$ cat src/rtl/pswDivPkg.sv
package pswDivPkg;
  // Strobes from control to datapath
  typedef struct packed {
    logic periodEnd;  // prescaler period completes at this edge
    logic cycleEnd;   // output cycle completes at this edge
  } ctlStrobe_t;
endpackage

$ cat src/rtl/pswDatapath.sv
module pswDatapath
  import pswDivPkg::*;
#(
  parameter int WordW    = 15,
  parameter int SwallowW = 4,
  parameter int MinRatio = 240
) (
  input  logic             clk,
  input  logic             rst,
  input  logic [WordW-1:0] divWord,
  input  logic             loadStb,
  input  ctlStrobe_t       strobe,
  output logic             swallowLive,
  output logic             lastPeriod
);
  localparam int MainW = WordW - SwallowW;

  logic [WordW-1:0]    pendWord;
  logic [WordW-1:0]    clampWord;
  logic [WordW-1:0]    nextWord;
  logic [MainW-1:0]    mainCnt;
  logic [SwallowW-1:0] swalCnt;

  // Raise short ratios to the floor so swallow never exceeds main
  always_comb begin
    if (divWord < WordW'(MinRatio)) clampWord = WordW'(MinRatio);
    else                            clampWord = divWord;
    nextWord = loadStb ? clampWord : pendWord;
  end

  always_ff @(posedge clk) begin
    if (rst) begin
      pendWord <= clampWord;
      mainCnt  <= clampWord[WordW-1:SwallowW];
      swalCnt  <= clampWord[SwallowW-1:0];
    end else begin
      pendWord <= nextWord;
      if (strobe.cycleEnd) begin
        mainCnt <= nextWord[WordW-1:SwallowW];
        swalCnt <= nextWord[SwallowW-1:0];
      end else if (strobe.periodEnd) begin
        mainCnt <= mainCnt - MainW'(1);
        if (swalCnt != '0) swalCnt <= swalCnt - SwallowW'(1);
      end
    end
  end

  assign swallowLive = (swalCnt != '0);
  assign lastPeriod  = (mainCnt == MainW'(1));
endmodule

$ cat src/rtl/pswControl.sv
module pswControl
  import pswDivPkg::*;
#(
  parameter int SwallowW = 4
) (
  input  logic       clk,
  input  logic       rst,
  input  logic       swallowLive,
  input  logic       lastPeriod,
  output ctlStrobe_t strobe,
  output logic       divTick,
  output logic       halfRate
);
  localparam int PreW = SwallowW + 1;
  localparam logic [PreW-1:0] LastLong  = PreW'(2 ** SwallowW);  // modulus 2^S+1
  localparam logic [PreW-1:0] LastShort = LastLong - PreW'(1);   // modulus 2^S

  logic [PreW-1:0] preCnt;
  logic [PreW-1:0] preLast;

  always_comb begin
    preLast          = swallowLive ? LastLong : LastShort;
    strobe.periodEnd = (preCnt == preLast);
    strobe.cycleEnd  = strobe.periodEnd && lastPeriod;
  end

  always_ff @(posedge clk) begin
    if (rst) begin
      preCnt   <= '0;
      divTick  <= 1'b0;
      halfRate <= 1'b0;
    end else begin
      preCnt   <= strobe.periodEnd ? '0 : preCnt + PreW'(1);
      divTick  <= strobe.cycleEnd;
      halfRate <= halfRate ^ strobe.cycleEnd;
    end
  end
endmodule

$ cat src/rtl/pswDivider.sv
module pswDivider
  import pswDivPkg::*;
#(
  parameter int WordW    = 15,
  parameter int SwallowW = 4,
  parameter int MinRatio = 240
) (
  input  logic             clk,
  input  logic             rst,
  input  logic [WordW-1:0] divWord,
  input  logic             loadStb,
  output logic             divTick,
  output logic             halfRate
);
  ctlStrobe_t strobe;
  logic       swallowLive;
  logic       lastPeriod;

  pswDatapath #(.WordW(WordW), .SwallowW(SwallowW), .MinRatio(MinRatio)) dp_i (
    .clk(clk), .rst(rst), .divWord(divWord), .loadStb(loadStb),
    .strobe(strobe), .swallowLive(swallowLive), .lastPeriod(lastPeriod)
  );

  pswControl #(.SwallowW(SwallowW)) ctl_i (
    .clk(clk), .rst(rst), .swallowLive(swallowLive), .lastPeriod(lastPeriod),
    .strobe(strobe), .divTick(divTick), .halfRate(halfRate)
  );
endmodule

$ cat config.mk
export PLATFORM = sky130hd
export DESIGN_NAME = pswDivider
export DESIGN_NICKNAME = d
export VERILOG_FILES = /design/src/rtl/pswDivPkg.sv /design/src/rtl/pswDatapath.sv /design/src/rtl/pswControl.sv /design/src/rtl/pswDivider.sv
export SDC_FILE = /design/constraint.sdc
export NUM_CORES = 1
export LEC_CHECK = 0
export BUFFER_PORTS_ARGS = -buffer_cell sky130_fd_sc_hd__buf_4
export CAP_MARGIN = 20
export CORE_UTILIZATION = 45
export CTS_BUF_LIST = sky130_fd_sc_hd__clkbuf_4
export CTS_CLUSTER_DIAMETER = 100
export DETAILED_ROUTE_END_ITERATION = 16
export GPL_TIMING_DRIVEN = 0
export HOLD_SLACK_MARGIN = 0.12
export PLACE_DENSITY = 0.61
export SKIP_CTS_REPAIR_TIMING = 1
export SYNTH_ARGS = -nofsm -noshare
export SYNTH_HDL_FRONTEND = slang
export SYNTH_SLANG_ARGS = --single-unit
$ cat constraint.sdc
create_clock -name clk -period 2.9 [get_ports clk]
set_input_delay 0.29 -clock clk [delete_from_list [all_inputs] [get_ports clk]]
set_output_delay 0.29 -clock clk [all_outputs]
set_load 0.01 [all_outputs]
==> results of run 1 <==
-- cell usage after synthesis (2+ instances only) --
library cell / n
nor3b_1: 3
or3_1: 2
nor4_1: 4
nor3_1: 6
or4_1: 2
o21ai_0: 3
dfxtp_1: 22
nand2_1: 31
o21ai_1: 2
nand4_1: 3
buf_6: 2
nand3_1: 7
mux2i_1: 7
nor2_1: 27
o31a_1: 6
o211ai_1: 2
edfxtp_1: 15
clkbuf_1: 3
a211o_1: 4
a21oi_4: 2
inv_1: 5
xor2_1: 7
and3_1: 4
xnor2_1: 7
ha_1: 4
o22a_1: 2
nor2b_1: 4
-- layer usage --
metal | vias to the layer above | track usage | wire (µm)
met3 | 7 | 0.05068 | 213
met4 | 0 | 0.07447 | 51
met5 | - | 0 | 0
li1 | 768 | - | -
met1 | 715 | 0.2963 | 1928
met2 | 42 | 0.3325 | 1922
-- cells in the final DEF, fill, tap and decap left out, types with 2 or more instances in the layout --
cell type,Yosys,layout
inv_1,5,5
o21ai_0,3,3
dfxtp_1,22,22
nor3b_1,3,3
xnor2_1,7,7
nor2_1,27,27
o22a_1,2,2
buf_4,1,23
nand4_1,3,3
or4_1,2,2
xor2_1,7,7
nor4_1,4,4
clkbuf_4,0,8
o31a_1,6,6
nor2b_1,4,4
buf_6,2,2
or3_1,2,2
nand2_1,31,31
nor3_1,6,6
and3_1,4,4
ha_1,4,4
a21oi_4,2,2
edfxtp_1,15,15
clkbuf_1,3,3
o211ai_1,2,2
mux2i_1,7,7
o21ai_1,2,2
nand3_1,7,7
a211o_1,4,4
-- metrics by stage --
stage / power [µW] / setup WS (ns) / TNS [ns]
3_3_place_gp: 761.6 / -0.03023 / -0.1208
2_1_floorplan: 712.5 / 0.3217 / 0
6_report: 1044 / 0.2458 / 0
5_1_grt: 1106 / 0.1263 / 0
4_1_cts: 1049 / -0.1165 / -0.4657
3_5_place_dp: 766.1 / -0.07112 / -0.2843
-- logic make-up (layout without fill, tap and decap cells) --
group / after synthesis / after routing / share of synthesized area
AO/OA/AOI/OAI: 26 / 26 / 0.1126
XOR/XNOR: 14 / 14 / 0.06418
adder cells (fa/ha/maj): 4 / 4 / 0.02620
buffers and inverters: 12 / 42 / 0.03405
flip-flops: 37 / 37 / 0.4663
multiplexers: 7 / 7 / 0.03667
AND/OR/NAND/NOR: 101 / 101 / 0.2600
-- where the power goes --
part           internal, µW  leakage (µW)  switching, µW
sequential              586      0.000330           26.5
clock                   125     0.0000368            161
combinational          71.1      0.000512           74.7
total                   781      0.000879            262
-- worst min-delay path: stages --
cell,delay [ns]
buf_4,0.09
nand2_1,0.04
nand2_1,0.05
-- cell type report --
type | instances | share of cell area
Timing Repair Buffer | 22 | 0.07513
Tap cell | 50 | 0.02846
Sequential cell | 37 | 0.4052
Buffer | 7 | 0.02106
Multi-Input combinational cell | 152 | 0.4343
Inverter | 5 | 0.008537
Clock buffer | 8 | 0.02732
-- state kept, by name, indices dropped and copies added, names as in the netlist --
name            flops
ctl_i.divTick       1
ctl_i.halfRate      1
ctl_i.preCnt        5
dp_i.mainCnt       11
dp_i.pendWord      15
dp_i.swalCnt        4
-- how the worst max path moves through the flow --
stage | to | depth (start not counted)
finish | dp_i.mainCnt[8]$_DFFE_PP_ | 8
global route | dp_i.mainCnt[2]$_DFFE_PP_ | 7
CTS | dp_i.swalCnt[1]$_DFFE_PP_ | 6
detailed placement | dp_i.swalCnt[2]$_DFFE_PP_ | 6
global placement | dp_i.swalCnt[3]$_DFFE_PP_ | 6
floorplan | dp_i.swalCnt[0]$_DFFE_PP_ | 6
==> impl_results.md, run 1 <==
* Status: finished clean
* Max clock buf depth at 2
* Final worst-path cycle share at 0.9153
* Worst hold path type: in -> reg
* # fillers at 370
* R2R setup slack at 0.25 ns
* H-tree levels at 2
* FFs w/ async S/R, synth at 0
* IO Count at 20
* Post-Syn Area at roughly 1900 µm²
* Initial antenna violation count at 0
* VDD IR max at 0.0002623 V
* Area Growth Syn to Fin at 15.06%
* Cell Rows at 23
* R2r startpoint: dp_i.swalCnt[0]$_DFFE_PP_
* Layout Nets at approximately 250
* Fin crit period at 2.654 ns
* Antenna-violating nets left at 0
* Buffers on Ports at 19
* WP buf/inv at 2
* Top_reg_cell synth: dfxtp_1
* Fmax achieved at 376.8 MHz
* Crit-path cells: inv_1 -> ha_1 -> or3b_1 -> or4b_4 -> a21oi_4 -> buf_6 -> nor3_1 -> a211o_1
* Required time of the critical path at 3.01 ns
* Post-Route WL at approximately 4.1 mm
* P per Cell Area at about 470 nW/µm²
* Worst slew margin at 0.5787
* Fin. Hold Viols at 0
* Endpoints failing setup at 0
* Max-Cap Viols at 0
* Syn Inst Count at 201
* Crit. End Element: register
* Final instance area at between 2000 and 2500 µm²
* Worst r2r path cells at 8
* Die height at between 60 and 70 µm
* CTS root buffer: clkbuf_4
* Vias in the first global route at between 1000 and 1500
* First-pass GRT wire length at slightly above 7 mm
* Slowest-stage cell, CP: or4b_4
* Final Util at 0.5457
* HPWL Detailed at 3.058 mm
* # diodes at 0
* Fin. max-slew vios at 0
* GPL Wtd Cong at between 0.8 and 0.9
* Hold_ws at around 0.15 ns
* CTS Buf Count at 5
* Grt ovf at 0
* Residual DRC at 0
* Post-synth EDFFs at 15
* Final non-filler cell total at roughly 280
* Worst path top cell family by delay: simple AND/OR/NAND/NOR gates
* DRT Pass-1 Iters at 4
* Post-synth top area cell: edfxtp_1
* Worst Path Arrival at ~2.8 ns
* DR iter-0 viols at around 110
* Worst-path fanout max at 10
* Sequential cell area at about 890 µm²
* Syn avg cell area at ~9.5 µm²
* Top cell type's share of synthesized area at 0.2358
* Vias at 1532
* Worst R2R End: dp_i.mainCnt[8]$_DFFE_PP_
* Worst Hold Depth at 3
* CTS Sinks at 37
* Wire per inst at between 10 and 15 µm
* Pin count of the biggest net entering global routing at 18
* GRT Overall Usage at 0.2160
* Share of the yosys chip area belonging to registers at 0.4663
* Critical path startpoint: dp_i.swalCnt[0]$_DFFE_PP_
* Die width at 67.16 µm
* Clock slew at reported path FFs at 0.11 ns
* Register bit total from synthesis at 37
* Critical path's largest stage delay at 0.55 ns
* Post-DP Area at between 2000 and 2500 µm²
* Synth Warn # at 0
* Placed cells at 270
* Synth unique cells at 42
* Clock skew at 0.008527 ns
* Initial Utilization at 0.4742
* Multi-input gate area at 954.7 µm²
* Worst min-delay path startpoint: divWord[8]
* Core area at 4029 µm²
* Layout cells sized above 1 at 0.1732
* Startpoint Class: register
* RSZ-0062 raised after global routing: no
* Clk Latency, worst-skew pair at 0.34 ns
* Die area at roughly 4500 µm²
* Syn nets at about 220
* Worst Hold Endpoint: dp_i.pendWord[8]$_DFF_P_
* Leakage power at 0.0008788 µW
* Critical path class: reg -> reg
* Vias per cell at 5.452
* CTS tree: built
* Least-Margin Pin Slew at 0.6306 ns
* Top cells by area, synth: edfxtp_1 24%, dfxtp_1 23%, nand2_1 6.1%, nor2_1 5.3%, mux2i_1 3.7%
Note: power is estimated with default switching activity, not from simulation.
==> run 2, diff against run 1 <==
--- a/config.mk
+++ b/config.mk
@@ -14,6 +14,7 @@
 export GPL_TIMING_DRIVEN = 0
 export HOLD_SLACK_MARGIN = 0.12
 export PLACE_DENSITY = 0.61
+export SETUP_SLACK_MARGIN = 0.4
 export SKIP_CTS_REPAIR_TIMING = 1
 export SYNTH_ARGS = -nofsm -noshare
 export SYNTH_HDL_FRONTEND = slang
==> run 2 against run 1 <==
Clock power up 28%. Worst hold slack is essentially flat. Largest cell class unchanged. Highest routed layer unchanged. Critical path depth is the same.
==> impl_results.md, run 2 (same netlist as run 1, synthesis figures left out) <==
* Status: finished clean
* DRT Pass-1 Iters at 4
* Required time of the critical path at 3.01 ns
* Critical path class: reg -> reg
* Critical path's largest stage delay at 0.58 ns
* Worst slew margin at 0.6079
* Layout Nets at about 260
* P per Cell Area at 478.3 nW/µm²
* Initial antenna violation count at 0
* Initial Utilization at 0.4742
* Post-DP Area at 2116 µm²
* CTS root buffer: clkbuf_4
* Least-Margin Pin Slew at 0.5832 ns
* Leakage power at 0.0009561 µW
* Clock skew at 0.01421 ns
* Fin. Hold Viols at 0
* # diodes at 0
* CTS Sinks at 37
* CTS Buf Count at 5
* Final instance area at 2375 µm²
* DR iter-0 viols at 86
* Vias at 1550
* H-tree levels at 2
* Final Util at 0.5894
* Vias in the first global route at between 1000 and 1500
* Wire per inst at 14.71 µm
* Critical path startpoint: dp_i.swalCnt[0]$_DFFE_PP_
* Most flops, register: dp_i.pendWord
* Area Growth Syn to Fin at 24.30%
* Fmax achieved at 388.5 MHz
* Clock slew at reported path FFs at roughly 0.12 ns
* Layout cells sized above 1 at 0.2428
* Buffers on Ports at 19
* HPWL Detailed at 3.061 mm
* Endpoints failing setup at 0
* Worst r2r path cells at 8
* Placed cells at 270
* Antenna-violating nets left at 0
* Top flop regs: dp_i.pendWord: 15 flops, dp_i.mainCnt: 11 flops, ctl_i.preCnt: 5 flops
* Max reg flops at 15
* R2r startpoint: dp_i.swalCnt[0]$_DFFE_PP_
* IO Count at 20
* Fin. max-slew vios at 0
* Worst setup path endpoint: dp_i.mainCnt[8]$_DFFE_PP_
* Most frequent cells in the layout: 32 x buf_4, 31 x nand2_1, 27 x nor2_1, 22 x dfxtp_1, 15 x edfxtp_1
* Crit. End Element: register
* R2R setup slack at roughly 0.33 ns
* Cell Rows at 23
* Worst-path fanout max at 5
* Commonest non-fill, non-tap cell in the layout: buf_4
* Worst R2R End: dp_i.mainCnt[8]$_DFFE_PP_
* Residual DRC at 0
* Grt ovf at 0
* GRT Overall Usage at 0.2168
* Worst Path Arrival at roughly 2.7 ns
* Die height at 67.16 µm
* Vias per cell at 5.290
* First-pass GRT wire length at 7.169 mm
* Slowest-stage cell, CP: or4b_4
* Fin crit period at between 2 and 3 ns
* Die area at 4510 µm²
* Clk Latency, worst-skew pair at 0.35 ns
* CTS tree: built
* # fillers at 363
* Core area at 4029 µm²
* Final worst-path cycle share at 0.8877
* Startpoint Class: register
* GPL Wtd Cong at 0.8447
* VDD IR max at 0.0003177 V
* Die width at roughly 67 µm
* Crit-path cells: inv_2 -> ha_4 -> or3b_4 -> or4b_4 -> a21oi_4 -> buf_6 -> nor3_1 -> a211o_1
* Pin count of the biggest net entering global routing at 18
* RSZ-0062 raised after global routing: yes
* Worst hold path type: in -> reg
* Post-Route WL at 4.311 mm
* Worst min-delay path startpoint: divWord[8]
* Max clock buf depth at 2
* Final non-filler cell total at slightly below 300
* Max-Cap Viols at 0
run 2: cell types whose count changed in the layout (fill, tap and decap cells not counted), moves of 2 or more:
cell / previous run / this run
nor3_1: 6 / 4
inv_1: 5 / 3
inv_2: 0 / 2
buf_4: 23 / 32
run 2: where the power goes:
| part | internal [µW] | switching, µW |
|---|---|---|
| Clock | 189 | 176 |
| Combinational | 78.2 | 79.5 |
| Sequential | 586 | 27.1 |
run 2: layout make-up:
type | count | area [µm²] | area share
Multi-Input combinational cell | 152 | 1006 | 0.4236
Timing Repair Buffer | 34 | 271.5 | 0.1143
Clock buffer | 6 | 45.04 | 0.01897
Inverter | 5 | 18.77 | 0.007903
Clock inverter | 2 | 33.78 | 0.01423
Tap cell | 50 | 62.56 | 0.02634
Sequential cell | 37 | 890.9 | 0.3751
Buffer | 7 | 46.29 | 0.01949
run 2: critical path, delay by kind of cell (launching register included):
family	cells	cell delay, ns
DFF	1	0.41
AOI/OAI and AO/OA	2	0.51
and+or+nand+nor	3	1.03
adders and majority gates	1	0.13
buffers and inverters	2	0.26
run 2: worst min path at each step:
stage                                           end  slack, ns  cells after the start
final                      dp_i.pendWord[8]$_DFF_P_       0.15                      3
after global routing      dp_i.pendWord[10]$_DFF_P_       0.15                      3
after CTS                  dp_i.pendWord[8]$_DFF_P_       0.14                      3
after detailed placement  dp_i.pendWord[12]$_DFF_P_       0.42                      2
after global placement    dp_i.pendWord[11]$_DFF_P_       0.42                      2
after floorplan           dp_i.pendWord[10]$_DFF_P_       0.40                      2
run 2: per-stage QoR:
step                TNS (ns)  hold slack, ns  worst slack, ns  power (µW)
global route               0          0.1549           0.2595        1185
floorplan                  0          0.3960           0.3217       712.5
CTS                  -0.3485          0.1414         -0.08715        1123
detailed placement   -0.2878          0.4223         -0.07201       766.7
global placement     -0.1236          0.4151         -0.03093       761.6
finish                     0          0.1481           0.3257        1136
run 2: per-layer routing:
| metal | GRT usage | share of wire | vias up |
|---|---|---|---|
| met5 | 0 | 0 | - |
| met4 | 0.06649 | 0.0097 | 0 |
| met3 | 0.05405 | 0.029 | 4 |
| met2 | 0.3513 | 0.49 | 18 |
| met1 | 0.2831 | 0.47 | 731 |
| li1 | - | - | 797 |
==> run 3, diff against run 2 <==
--- a/config.mk
+++ b/config.mk
@@ -7,13 +7,13 @@
 export LEC_CHECK = 0
 export BUFFER_PORTS_ARGS = -buffer_cell sky130_fd_sc_hd__buf_4
 export CAP_MARGIN = 20
-export CORE_UTILIZATION = 45
+export CORE_UTILIZATION = 55
 export CTS_BUF_LIST = sky130_fd_sc_hd__clkbuf_4
 export CTS_CLUSTER_DIAMETER = 100
 export DETAILED_ROUTE_END_ITERATION = 16
 export GPL_TIMING_DRIVEN = 0
 export HOLD_SLACK_MARGIN = 0.12
-export PLACE_DENSITY = 0.61
+export PLACE_DENSITY = 0.8
 export SETUP_SLACK_MARGIN = 0.4
 export SKIP_CTS_REPAIR_TIMING = 1
 export SYNTH_ARGS = -nofsm -noshare
==> run 3 against run 2 <==
Clock power fell by 24%. Register-to-register slack is essentially flat. First-iteration DRC count rose by 29%. Critical endpoint is now dp_i.mainCnt[7]$_DFFE_PP_. Fmax is 0.46% lower. Critical path depth rose by 1. Cell area shrank 2.1%. Cell count decreased by 1.4%. Core utilization is 11 points higher. Sequential cell count did not move. Via count increased by 1.9%.
==> impl_results.md, run 3 (same netlist as run 1, synthesis figures left out) <==
* Status: finished clean
* Max reg flops at 15
* GRT Overall Usage at 0.2443
* HPWL Detailed at 2.853 mm
* Fin. max-slew vios at 0
* Vias at 1580
* Vias in the first global route at 1390
* Fmax achieved at roughly 390 MHz
* Worst slew margin at 0.6129
* GPL Wtd Cong at 0.8676
* IO Count at 20
* Fin crit period at 2.586 ns
* Most frequent cells in the layout: 32 x buf_4, 31 x nand2_1, 27 x nor2_1, 22 x dfxtp_1, 15 x edfxtp_1
* CTS Buf Count at 5
* RSZ-0062 raised after global routing: yes
* Worst r2r path cells at 9
* CTS Sinks at 37
* Area Growth Syn to Fin at 21.74%
* DR iter-0 viols at 111
* Pin count of the biggest net entering global routing at 18
* P per Cell Area at approximately 450 nW/µm²
* Worst Path Arrival at 2.81 ns
* Wire per inst at 14.36 µm
* Layout cells sized above 1 at 0.2346
* Required time of the critical path at 3.13 ns
* First-pass GRT wire length at between 6 and 7 mm
* Clock slew at reported path FFs at 0.11 ns
* Initial antenna violation count at 0
* Vias per cell at about 5.5
* Grt ovf at 0
* Fin. Hold Viols at 0
* Worst hold path type: in -> reg
* Critical path class: reg -> reg
* Antenna-violating nets left at 0
* Die width at roughly 60 µm
* DRT Pass-1 Iters at 4
* Clock skew at 0.01287 ns
* Startpoint Class: register
* Endpoints failing setup at 0
* Die height at ~61 µm
* Max-Cap Viols at 0
* Pre-CTS setup slack at -0.01733 ns
* Core area at approximately 3300 µm²
* Placed cells at around 270
* Die area at ~3700 µm²
* Worst-path fanout max at 5
* Final non-filler cell total at 289
* Most flops, register: dp_i.pendWord
* Final worst-path cycle share at 0.8918
* Setup TNS at 0 ns
* Residual DRC at 0
* Crit. End Element: register
* Max clock buf depth at 2
* Initial Utilization at 0.5726
* CTS root buffer: clkbuf_4
* Cell Rows at 21
* Leakage power at 0.0009481 µW
* Hold_ws at 0.1449 ns
* Post-Route WL at 4.151 mm
* Clk Latency, worst-skew pair at 0.36 ns
* Worst Hold Depth at 3
* Least-Margin Pin Slew at approximately 0.58 ns
* # diodes at 0
* Commonest non-fill, non-tap cell in the layout: buf_4
* H-tree levels at 2
* Top flop regs: dp_i.pendWord: 15 flops, dp_i.mainCnt: 11 flops, ctl_i.preCnt: 5 flops
* Final Util at 0.6970
* Layout Nets at 264
* VDD IR max at 0.0003272 V
* Buffers on Ports at 19
* CTS tree: built
* Final setup slack of the worst path at 0.3137 ns
-- run 3: where the power goes --
part           total (µW)  internal, µW  switching [µW]  leakage (µW)
Clock                 278           112             166     0.0000338
Sequential            612           586            26.4      0.000330
Combinational         161          81.3            79.7      0.000584
Total                1050           779             273      0.000948
-- run 3: cell type report --
cell class              instances  area (µm²)
inverters                       5       18.77
plain buffers                   7       46.29
clock buffers                   7       52.55
well taps                      46       57.56
flip-flops and latches         37       890.9
multi-input cells             152       987.2
repair buffers                 34       269.0
clock inverters                 1       3.754
fillers                       273        1011
-- run 3: worst paths after layout --
kind | slack [ns] | end | startpoint
hold / removal | 0.14 | dp_i.pendWord[12]$_DFF_P_ | divWord[12]
hold reg to reg | 0.44 | dp_i.pendWord[11]$_DFF_P_ | dp_i.pendWord[11]$_DFF_P_
setup / recovery | 0.31 | dp_i.mainCnt[7]$_DFFE_PP_ | dp_i.swalCnt[0]$_DFFE_PP_
setup reg to reg | 0.31 | dp_i.mainCnt[7]$_DFFE_PP_ | dp_i.swalCnt[0]$_DFFE_PP_
-- run 3: critical path, cell delays in order, from the launching register on --
cell and delay (ns):
edfxtp_1 0.43, inv_2 0.10, ha_4 0.13, or3b_4 0.39, or4b_4 0.60, a21oi_4 0.25
buf_4 0.20, buf_4 0.12, and3_1 0.14, a211o_1 0.09
-- run 3: through the flow --
| stage | power, µW | instance area, µm² |
|---|---|---|
| 5_1_grt | 1107 | 2326 |
| 4_1_cts | 1037 | 2167 |
| 6_report | 1051 | 2326 |
| 2_1_floorplan | 712.5 | 1911 |
| 3_3_place_gp | 760.2 | 2111 |
| 3_5_place_dp | 764.9 | 2111 |
-- run 3: metal layers --
metal	GRT usage	part of all wire	vias up
li1	-	-	801
met1	0.3311	0.46	717
met2	0.3532	0.45	49
met3	0.04904	0.063	13
met4	0.1623	0.033	0
met5	0	0	-
